===== config.mk =====
export PLATFORM = sky130hd
export DESIGN_NAME = pt_cell
export DESIGN_NICKNAME = d
export VERILOG_FILES = /design/src/rtl/pt_cell_pkg.sv /design/src/rtl/pt_term_array.sv /design/src/rtl/pt_out_sum.sv /design/src/rtl/pt_cell.sv
export SDC_FILE = /design/constraint.sdc
export NUM_CORES = 1
export LEC_CHECK = 0
export BUFFER_PORTS_ARGS = -buffer_cell sky130_fd_sc_hd__buf_2
export CAP_MARGIN = 10
export CORE_AREA = 2 2 371 373
export DETAILED_ROUTE_END_ITERATION = 10
export DIE_AREA = 0 0 373 375
export GPL_TIMING_DRIVEN = 0
export RECOVER_POWER = 100
export SETUP_SLACK_MARGIN = 0.1
export SYNTH_ARGS = -nofsm -noshare
export SYNTH_HDL_FRONTEND = slang
export SYNTH_SLANG_ARGS = --single-unit

===== constraint.sdc =====
create_clock -name clk -period 49 [get_ports clk]
set_clock_uncertainty 0.1 [all_clocks]
set_input_delay 4.9 -clock clk [delete_from_list [all_inputs] [get_ports clk]]
set_output_delay 4.9 -clock clk [all_outputs]
set_load 0.02 [all_outputs]

===== src/rtl/pt_cell_pkg.sv =====
package pt_cell_pkg;

    // Literal select code, two bits per input per product term
    typedef enum logic [1:0] {
        LIT_DC   = 2'b00,
        LIT_POS  = 2'b01,
        LIT_NEG  = 2'b10,
        LIT_NONE = 2'b11
    } lit_e;

    // Control terms, counted after the general terms
    localparam int CTL_CLK = 0;
    localparam int CTL_RST = 1;
    localparam int CTL_OE  = 2;
    localparam int N_CTL   = 3;

    // Per-output field bits, counted after the OR mask
    localparam int OF_XOR  = 0;
    localparam int OF_BYP  = 1;
    localparam int OF_REG  = 2;
    localparam int N_OFLAG = 3;

    // Global configuration bits
    localparam int GF_CLK_SEL = 0;
    localparam int GF_RST_EN  = 1;
    localparam int GF_OE_EN   = 2;
    localparam int N_GFLAG    = 3;

endpackage


===== src/rtl/pt_term_array.sv =====
module pt_term_array
    import pt_cell_pkg::*;
#(
    parameter int N_IN   = 18,
    parameter int N_TERM = 23
) (
    input  logic                       clk,
    input  logic                       rst_n,
    input  logic [N_IN-1:0]            din,
    input  logic [2*N_IN*N_TERM-1:0]   lit_cfg,
    output logic [N_TERM-1:0]          terms
);
    localparam int TW = 2 * N_IN;

    function automatic logic [TW-1:0] even_bits();
        logic [TW-1:0] m;
        m = '0;
        for (int i = 0; i < N_IN; i++) m[2*i] = 1'b1;
        return m;
    endfunction

    localparam logic [TW-1:0] EVEN = even_bits();

    for (genvar t = 0; t < N_TERM; t++) begin : g_term
        logic [TW-1:0] sel;
        logic          hit;
        logic          used;

        assign sel = lit_cfg[t*TW +: TW];

        always_comb begin
            hit  = 1'b1;
            used = 1'b0;
            for (int i = 0; i < N_IN; i++) begin
                case (lit_e'(sel[2*i +: 2]))
                    LIT_POS:  begin used = 1'b1; hit = hit & din[i];  end
                    LIT_NEG:  begin used = 1'b1; hit = hit & ~din[i]; end
                    LIT_NONE: begin used = 1'b1; hit = 1'b0;          end
                    default:  ;
                endcase
            end
            terms[t] = hit & used;
        end

        // a term with no literal selected never contributes
        a_r4_unused_zero: assert property (@(posedge clk) disable iff (!rst_n)
            (sel == '0) |-> !terms[t]);

        // any blocked literal forces the term low
        a_r3_blocked_zero: assert property (@(posedge clk) disable iff (!rst_n)
            (((sel & (sel >> 1)) & EVEN) != '0) |-> !terms[t]);
    end

endmodule


===== src/rtl/pt_out_sum.sv =====
module pt_out_sum #(
    parameter int N_PT    = 20,
    parameter int BYP_W   = 4,
    parameter int GRP_IDX = 0,
    parameter int XOR_IDX = 16
) (
    input  logic [N_PT-1:0] terms,
    input  logic [N_PT-1:0] or_mask,
    input  logic            xor_en,
    input  logic            byp_sel,
    output logic            sum_o
);
    logic wide_or;
    logic wide_sum;
    logic short_sum;

    always_comb begin
        wide_or   = |(terms & or_mask);
        wide_sum  = wide_or ^ (xor_en & terms[XOR_IDX]);
        short_sum = |terms[GRP_IDX*BYP_W +: BYP_W];
        sum_o     = byp_sel ? short_sum : wide_sum;
    end

endmodule


===== src/rtl/pt_cell.sv =====
module pt_cell
    import pt_cell_pkg::*;
#(
    parameter int N_IN  = 18,
    parameter int N_PT  = 20,
    parameter int N_OUT = 4,
    parameter int BYP_W = 4,
    localparam int N_TERM = N_PT + N_CTL,
    localparam int LIT_W  = 2 * N_IN * N_TERM,
    localparam int OUT_W  = N_PT + N_OFLAG,
    localparam int GLB_LO = LIT_W + N_OUT * OUT_W,
    localparam int CFG_W  = GLB_LO + N_GFLAG
) (
    input  logic              clk,
    input  logic              rst_n,
    input  logic [CFG_W-1:0]  cfg_i,
    input  logic [N_IN-1:0]   din,
    output logic [N_OUT-1:0]  dout,
    output logic              oe_o
);
    typedef struct packed {
        logic [CFG_W-1:0] cfg;
        logic [N_OUT-1:0] q;
        logic             ptclk;
    } state_t;

    state_t st_d, st_q;

    logic [N_TERM-1:0] terms;
    logic [N_OUT-1:0]  logic_val;
    logic [N_OUT-1:0]  reg_sel;
    logic              clk_sel, rst_en, oe_en;
    logic              cap_w, ptrst_w;

    pt_term_array #(
        .N_IN   (N_IN),
        .N_TERM (N_TERM)
    ) u_terms (
        .clk     (clk),
        .rst_n   (rst_n),
        .din     (din),
        .lit_cfg (st_q.cfg[LIT_W-1:0]),
        .terms   (terms)
    );

    for (genvar k = 0; k < N_OUT; k++) begin : g_out
        localparam int BASE = LIT_W + k * OUT_W;

        pt_out_sum #(
            .N_PT    (N_PT),
            .BYP_W   (BYP_W),
            .GRP_IDX (k),
            .XOR_IDX (N_PT - N_OUT + k)
        ) u_sum (
            .terms   (terms[N_PT-1:0]),
            .or_mask (st_q.cfg[BASE +: N_PT]),
            .xor_en  (st_q.cfg[BASE + N_PT + OF_XOR]),
            .byp_sel (st_q.cfg[BASE + N_PT + OF_BYP]),
            .sum_o   (logic_val[k])
        );

        assign reg_sel[k] = st_q.cfg[BASE + N_PT + OF_REG];
        assign dout[k]    = reg_sel[k] ? st_q.q[k] : logic_val[k];
    end

    assign clk_sel = st_q.cfg[GLB_LO + GF_CLK_SEL];
    assign rst_en  = st_q.cfg[GLB_LO + GF_RST_EN];
    assign oe_en   = st_q.cfg[GLB_LO + GF_OE_EN];

    assign cap_w   = clk_sel ? (terms[N_PT + CTL_CLK] & ~st_q.ptclk) : 1'b1;
    assign ptrst_w = rst_en & terms[N_PT + CTL_RST];
    assign oe_o    = oe_en ? terms[N_PT + CTL_OE] : 1'b1;

    always_comb begin
        st_d = st_q;
        if (!rst_n) begin
            st_d.cfg   = cfg_i;
            st_d.q     = '0;
            st_d.ptclk = 1'b0;
        end else begin
            st_d.ptclk = terms[N_PT + CTL_CLK];
            if (ptrst_w) begin
                st_d.q = '0;
            end else if (cap_w) begin
                for (int k = 0; k < N_OUT; k++) begin
                    if (reg_sel[k]) st_d.q[k] = logic_val[k];
                end
            end
        end
    end

    always_ff @(posedge clk) begin
        st_q <= st_d;
    end

    // the cycle after reset ends starts with cleared registers
    a_r1_reset_clears: assert property (@(posedge clk) disable iff (!rst_n)
        $rose(rst_n) |-> (st_q.q == '0));

    // configuration is frozen once reset is released
    a_r2_cfg_frozen: assert property (@(posedge clk) disable iff (!rst_n)
        $past(rst_n) |-> $stable(st_q.cfg));

    // with no capture event and no clear, registers hold
    a_r10_hold: assert property (@(posedge clk) disable iff (!rst_n)
        (!cap_w && !ptrst_w) |=> $stable(st_q.q));

    // a product-term clear empties every register
    a_r11_ptrst_clear: assert property (@(posedge clk) disable iff (!rst_n)
        ptrst_w |=> (st_q.q == '0));

endmodule


==> reports/qor_table.md <==
| Step | Result | Reported |
| --- | --- | --- |
| min path | Path type of the worst min-delay path | register to register |
| timing | Headroom to the max-slew limit | -340% |
| pwr | P per Cell Area | 33.5 nW/um^2 |
| synth | Total of warnings raised by yosys | 0 |
| timing | Least-Margin Pin Slew | 6.61 ns |
| pwr | Internal power | 1.51 mW |
| critical path | Reg2Reg Capture Point | st_q[1]$_SDFFE_PP0P_ |
| timing | Number of max-slew violations in the final report | 977 |
| synth | Sequential cell area fraction in the yosys report | 54.7% |
| critical path | Worst setup SP type | primary input |
| drt | Total number of vias | 34.3k |
| clocking | Clk_lat worst skew | 0.74 ns |
| placement | Place WS | 33.79 ns |
| die | Initial Util | 37.3% |
| timing | Clock period minus worst slack | 23.07 ns |
| min path | Worst Hold Depth | 2 |
| clocking | Clock sink count | 928 |
| placement | Count of buffers inserted at the top-level ports | 929 |
| job | Count of max-cap constraint violations | 13 |
| synth | Per-instance average area after synthesis | 12.8 um^2 |
| run status | Outcome | finished, violations left |
| synth | Number of synthesized flops with an enable pin | 923 |
| critical path | Source of the worst register-to-register timing path | st_q[317]$_DFFE_PN_ |
| synth | Most used standard cell by instance count after synthesis | sky130_fd_sc_hd__edfxtp_1 |
| clocking | Hold-fix buffer count after cts | 0 |
| synth | Synth Instances | 3962 |
| global route | Total grt overflow | 0 |
| global route | Largest net degree at the start of global routing | 127 |
| pwr | Leak pwr | 28.3 nW |
| die | Floorplan row count | 136 |
| synth | Leading post-synthesis cells by cell area | sky130_fd_sc_hd__edfxtp_1 (54%), sky130_fd_sc_hd__ha_1 (21%), sky130_fd_sc_hd__xor2_1 (6.7%) |
| synth | Count of different cell masters after synthesis | 46 |
| synth | Proportion of synthesized flip-flops having asynchronous set or reset | 0% |
| timing | Final setup violation count | 0 |
| die | Height of the chip | 375 um |
| clocking | CTS root buf | sky130_fd_sc_hd__clkbuf_16 |
| clocking | Clock buffer depth | 3 |
| critical path | Required arrival time at the worst endpoint | 49.12 ns |
| clocking | Total CTS buffers | 109 |
| synth | Number of nets produced by synthesis | 5779 |
| placement | Final HPWL from detailed placement | 143000 um |
| die | Total Die Area | 140000 um^2 |
| synth | Count of state elements after synthesis | 928 |
| drt | Per-cell routed wire length | 26.5 um |
| pwr | Gate power share | 13.4% |
| timing | Unrepaired setup endpoints after global routing | false |
| clocking | Number of setup buffers added after CTS | 0 |
| clocking | CTS tree | built |
| run status | Violated checks | capacitance limit, slew limit |
| pwr | Part of the power in the clock network | 38.9% |
| timing | Final sum of negative setup slack | 0 ns |
| layout | Number of nets in the final layout | 6832 |
| drt | DRC marker count from the first detailed-route iteration | 2601 |
| critical path | Reg-to-reg slack, setup | 43.22 ns |
| timing | Maximum clock frequency | 43.3 MHz |
| timing | Worst setup margin | 25.93 ns |
| pwr | Peak supply drop | 0.0000327 V |
| drt | Antenna Nets Post-Route | 0 |
| die | Horizontal die dimension | 373 um |
| clocking | Deepest level of the CTS H-tree | 3 |
| critical path | Max Fanout on Critical Path | 113 |
| pwr | Switching power | 0.546 mW |
| global route | Vias in the first global route | 33.8k |
| placement | RD Place Congestion | 0.874 |
| critical path | Critical path start-end classification | primary input to register |
| min path | Hold Path Sink | st_q[4]$_SDFFE_PP0P_ |
| synth | Post-synthesis instance area | 50900 um^2 |
| drt | Average via count per standard cell | 4.93 |
| drt | Drc violations | 0 |
| synth | Ranking of synthesized cells by instance count | sky130_fd_sc_hd__edfxtp_1 (923), sky130_fd_sc_hd__ha_1 (874), sky130_fd_sc_hd__inv_1 (827) |
| layout | Fraction of final layout cells sized beyond drive strength 1 | 19.9% |
| synth | Share of Yosys cell area claimed by the top area cell type | 54.5% |
| clocking | Total of cells resized after clock tree synthesis | 0 |
| global route | Global-route wire length before repair | 247000 um |
| clocking | Clk pin slew, worst setup/hold paths | 0.06 ns |
| synth | Leading area contributor after synthesis | sky130_fd_sc_hd__edfxtp_1 |
| drt | DR pass1 iterations | 6 |
| critical path | Data arrival at the endpoint of the critical path | 23.19 ns |
| global route | Initial antenna violation count | 150 |
| pwr | Sw Ratio | 26.6% |
| min path | Startpoint of the tightest hold check path | st_q[4]$_SDFFE_PP0P_ |
| global route | Global-route usage over all layers | 25.7% |
| synth | Main synth FF type | sky130_fd_sc_hd__edfxtp_1 |
| die | Core region area | 136000 um^2 |
| layout | Layout area overhead | 20.5% |
| drt | Final WL | 184000 um |
| timing | Crit share post-route | 47.1% |
| pwr | Fraction of power consumed by sequential logic | 47.6% |
| timing | Hold Fails Final Rpt | 0 |
| die | Top-level I/O count | 948 |
| critical path | CP endpoint kind | register |
| critical path | R2r worst-path depth | 11 |
-- per-layer routing --
layer  vias up  routed length [um]  global-route usage (%)
li1      15900                   -                       -
met2      1367               87600                    42.9
met1     16600               75200                    32.3
met4        82                7350                    9.54
met5         -                 505                       0
met3       419               13800                    6.09
-- cell type report --
cell class | instances | area, um^2
Antenna cell | 64 | 160
Buffer | 55 | 380
Clock buffer | 133 | 2850
Clock inverter | 66 | 609
Fill cell | 12700 | 75000
Inverter | 827 | 3110
Multi-Input combinational cell | 2152 | 19600
Sequential cell | 928 | 27800
Tap cell | 1794 | 2240
Timing Repair Buffer | 942 | 4530
-- cell families (layout without fill, tap and decap cells) --
logic type	after synthesis	in the layout	share of synthesized area [%]
compound gates	472	472	5.15
xor+xnor	391	391	6.73
fa+ha+maj	874	874	21.5
buf+inv	882	2023	6.86
flops	928	928	54.7
mux	10	10	0.219
other cells	0	64	0
simple gates	405	405	4.87
-- critical path, cell delays in order --
cell and delay [ns]:
sky130_fd_sc_hd__clkbuf_1 0.09, sky130_fd_sc_hd__clkinvlp_2 1.69, sky130_fd_sc_hd__clkbuf_1 3.45, sky130_fd_sc_hd__clkbuf_1 4.43, sky130_fd_sc_hd__clkbuf_1 4.40, sky130_fd_sc_hd__clkbuf_1 3.85
-- cells in the final DEF (no fill, tap or decap), types with 7 or more instances in the layout --
cell and instances:
sky130_fd_sc_hd__o32ai_1 28, sky130_fd_sc_hd__xor2_1 391, sky130_fd_sc_hd__clkbuf_1 182, sky130_fd_sc_hd__or4_1 24, sky130_fd_sc_hd__inv_1 826, sky130_fd_sc_hd__nor2b_1 16
sky130_fd_sc_hd__edfxtp_1 923, sky130_fd_sc_hd__nand3_1 71, sky130_fd_sc_hd__ha_1 874, sky130_fd_sc_hd__nand2_1 30, sky130_fd_sc_hd__nor4_1 106, sky130_fd_sc_hd__nor2_1 13
sky130_fd_sc_hd__buf_2 797, sky130_fd_sc_hd__o22ai_1 8, sky130_fd_sc_hd__clkinv_1 31, sky130_fd_sc_hd__buf_4 33, sky130_fd_sc_hd__nand4_1 86, sky130_fd_sc_hd__a21oi_1 396
sky130_fd_sc_hd__nor4_2 7, sky130_fd_sc_hd__a211oi_1 20, sky130_fd_sc_hd__bufinv_16 7, sky130_fd_sc_hd__nor3_1 16, sky130_fd_sc_hd__mux2_2 9, sky130_fd_sc_hd__clkinv_2 14
sky130_fd_sc_hd__diode_2 64, sky130_fd_sc_hd__clkbuf_16 110
-- worst max path at each step --
stage	startpoint	end	slack (ns)	depth (start not counted)
finish	rst_n	st_q[113]$_DFFE_PN_	25.93	6
global placement	rst_n	st_q[1]$_SDFFE_PP0P_	9.33	4
CTS	din[0]	dout[3]	33.78	11
detailed placement	din[0]	dout[3]	33.79	11
global route	rst_n	st_q[141]$_DFFE_PN_	24.21	6
floorplan	rst_n	st_q[1]$_SDFFE_PP0P_	22.46	3
-- flip-flops by register name, summed over array words and instances, names as in the netlist --
register / count
st_q: 921
clk_sel: 1
oe_en: 1
rst_en: 1
reg_sel: 4
-- metrics by stage --
stage	instances	hold WS (ns)	util [%]	power, mW	area, um^2
after global placement	6685	0.353	42.4	1.30	57800
after CTS	6896	0.383	45.1	2.07	61500
after global routing	6931	0.403	44.9	2.14	61200
after floorplan	3962	0.346	-	1.17	50900
final	6961	0.381	45.0	2.06	61300
after detailed placement	6697	0.374	42.6	1.27	58000
-- power groups by stage --
stage,clock [mW],combinational [mW],sequential (mW)
3_5_place_dp,0,0.278,0.989
6_report,0.800,0.276,0.979
5_1_grt,0.845,0.310,0.986
3_3_place_gp,0,0.267,1.03
4_1_cts,0.817,0.281,0.973
2_1_floorplan,0,0.163,1.01
(Power assumes the default switching activity.)
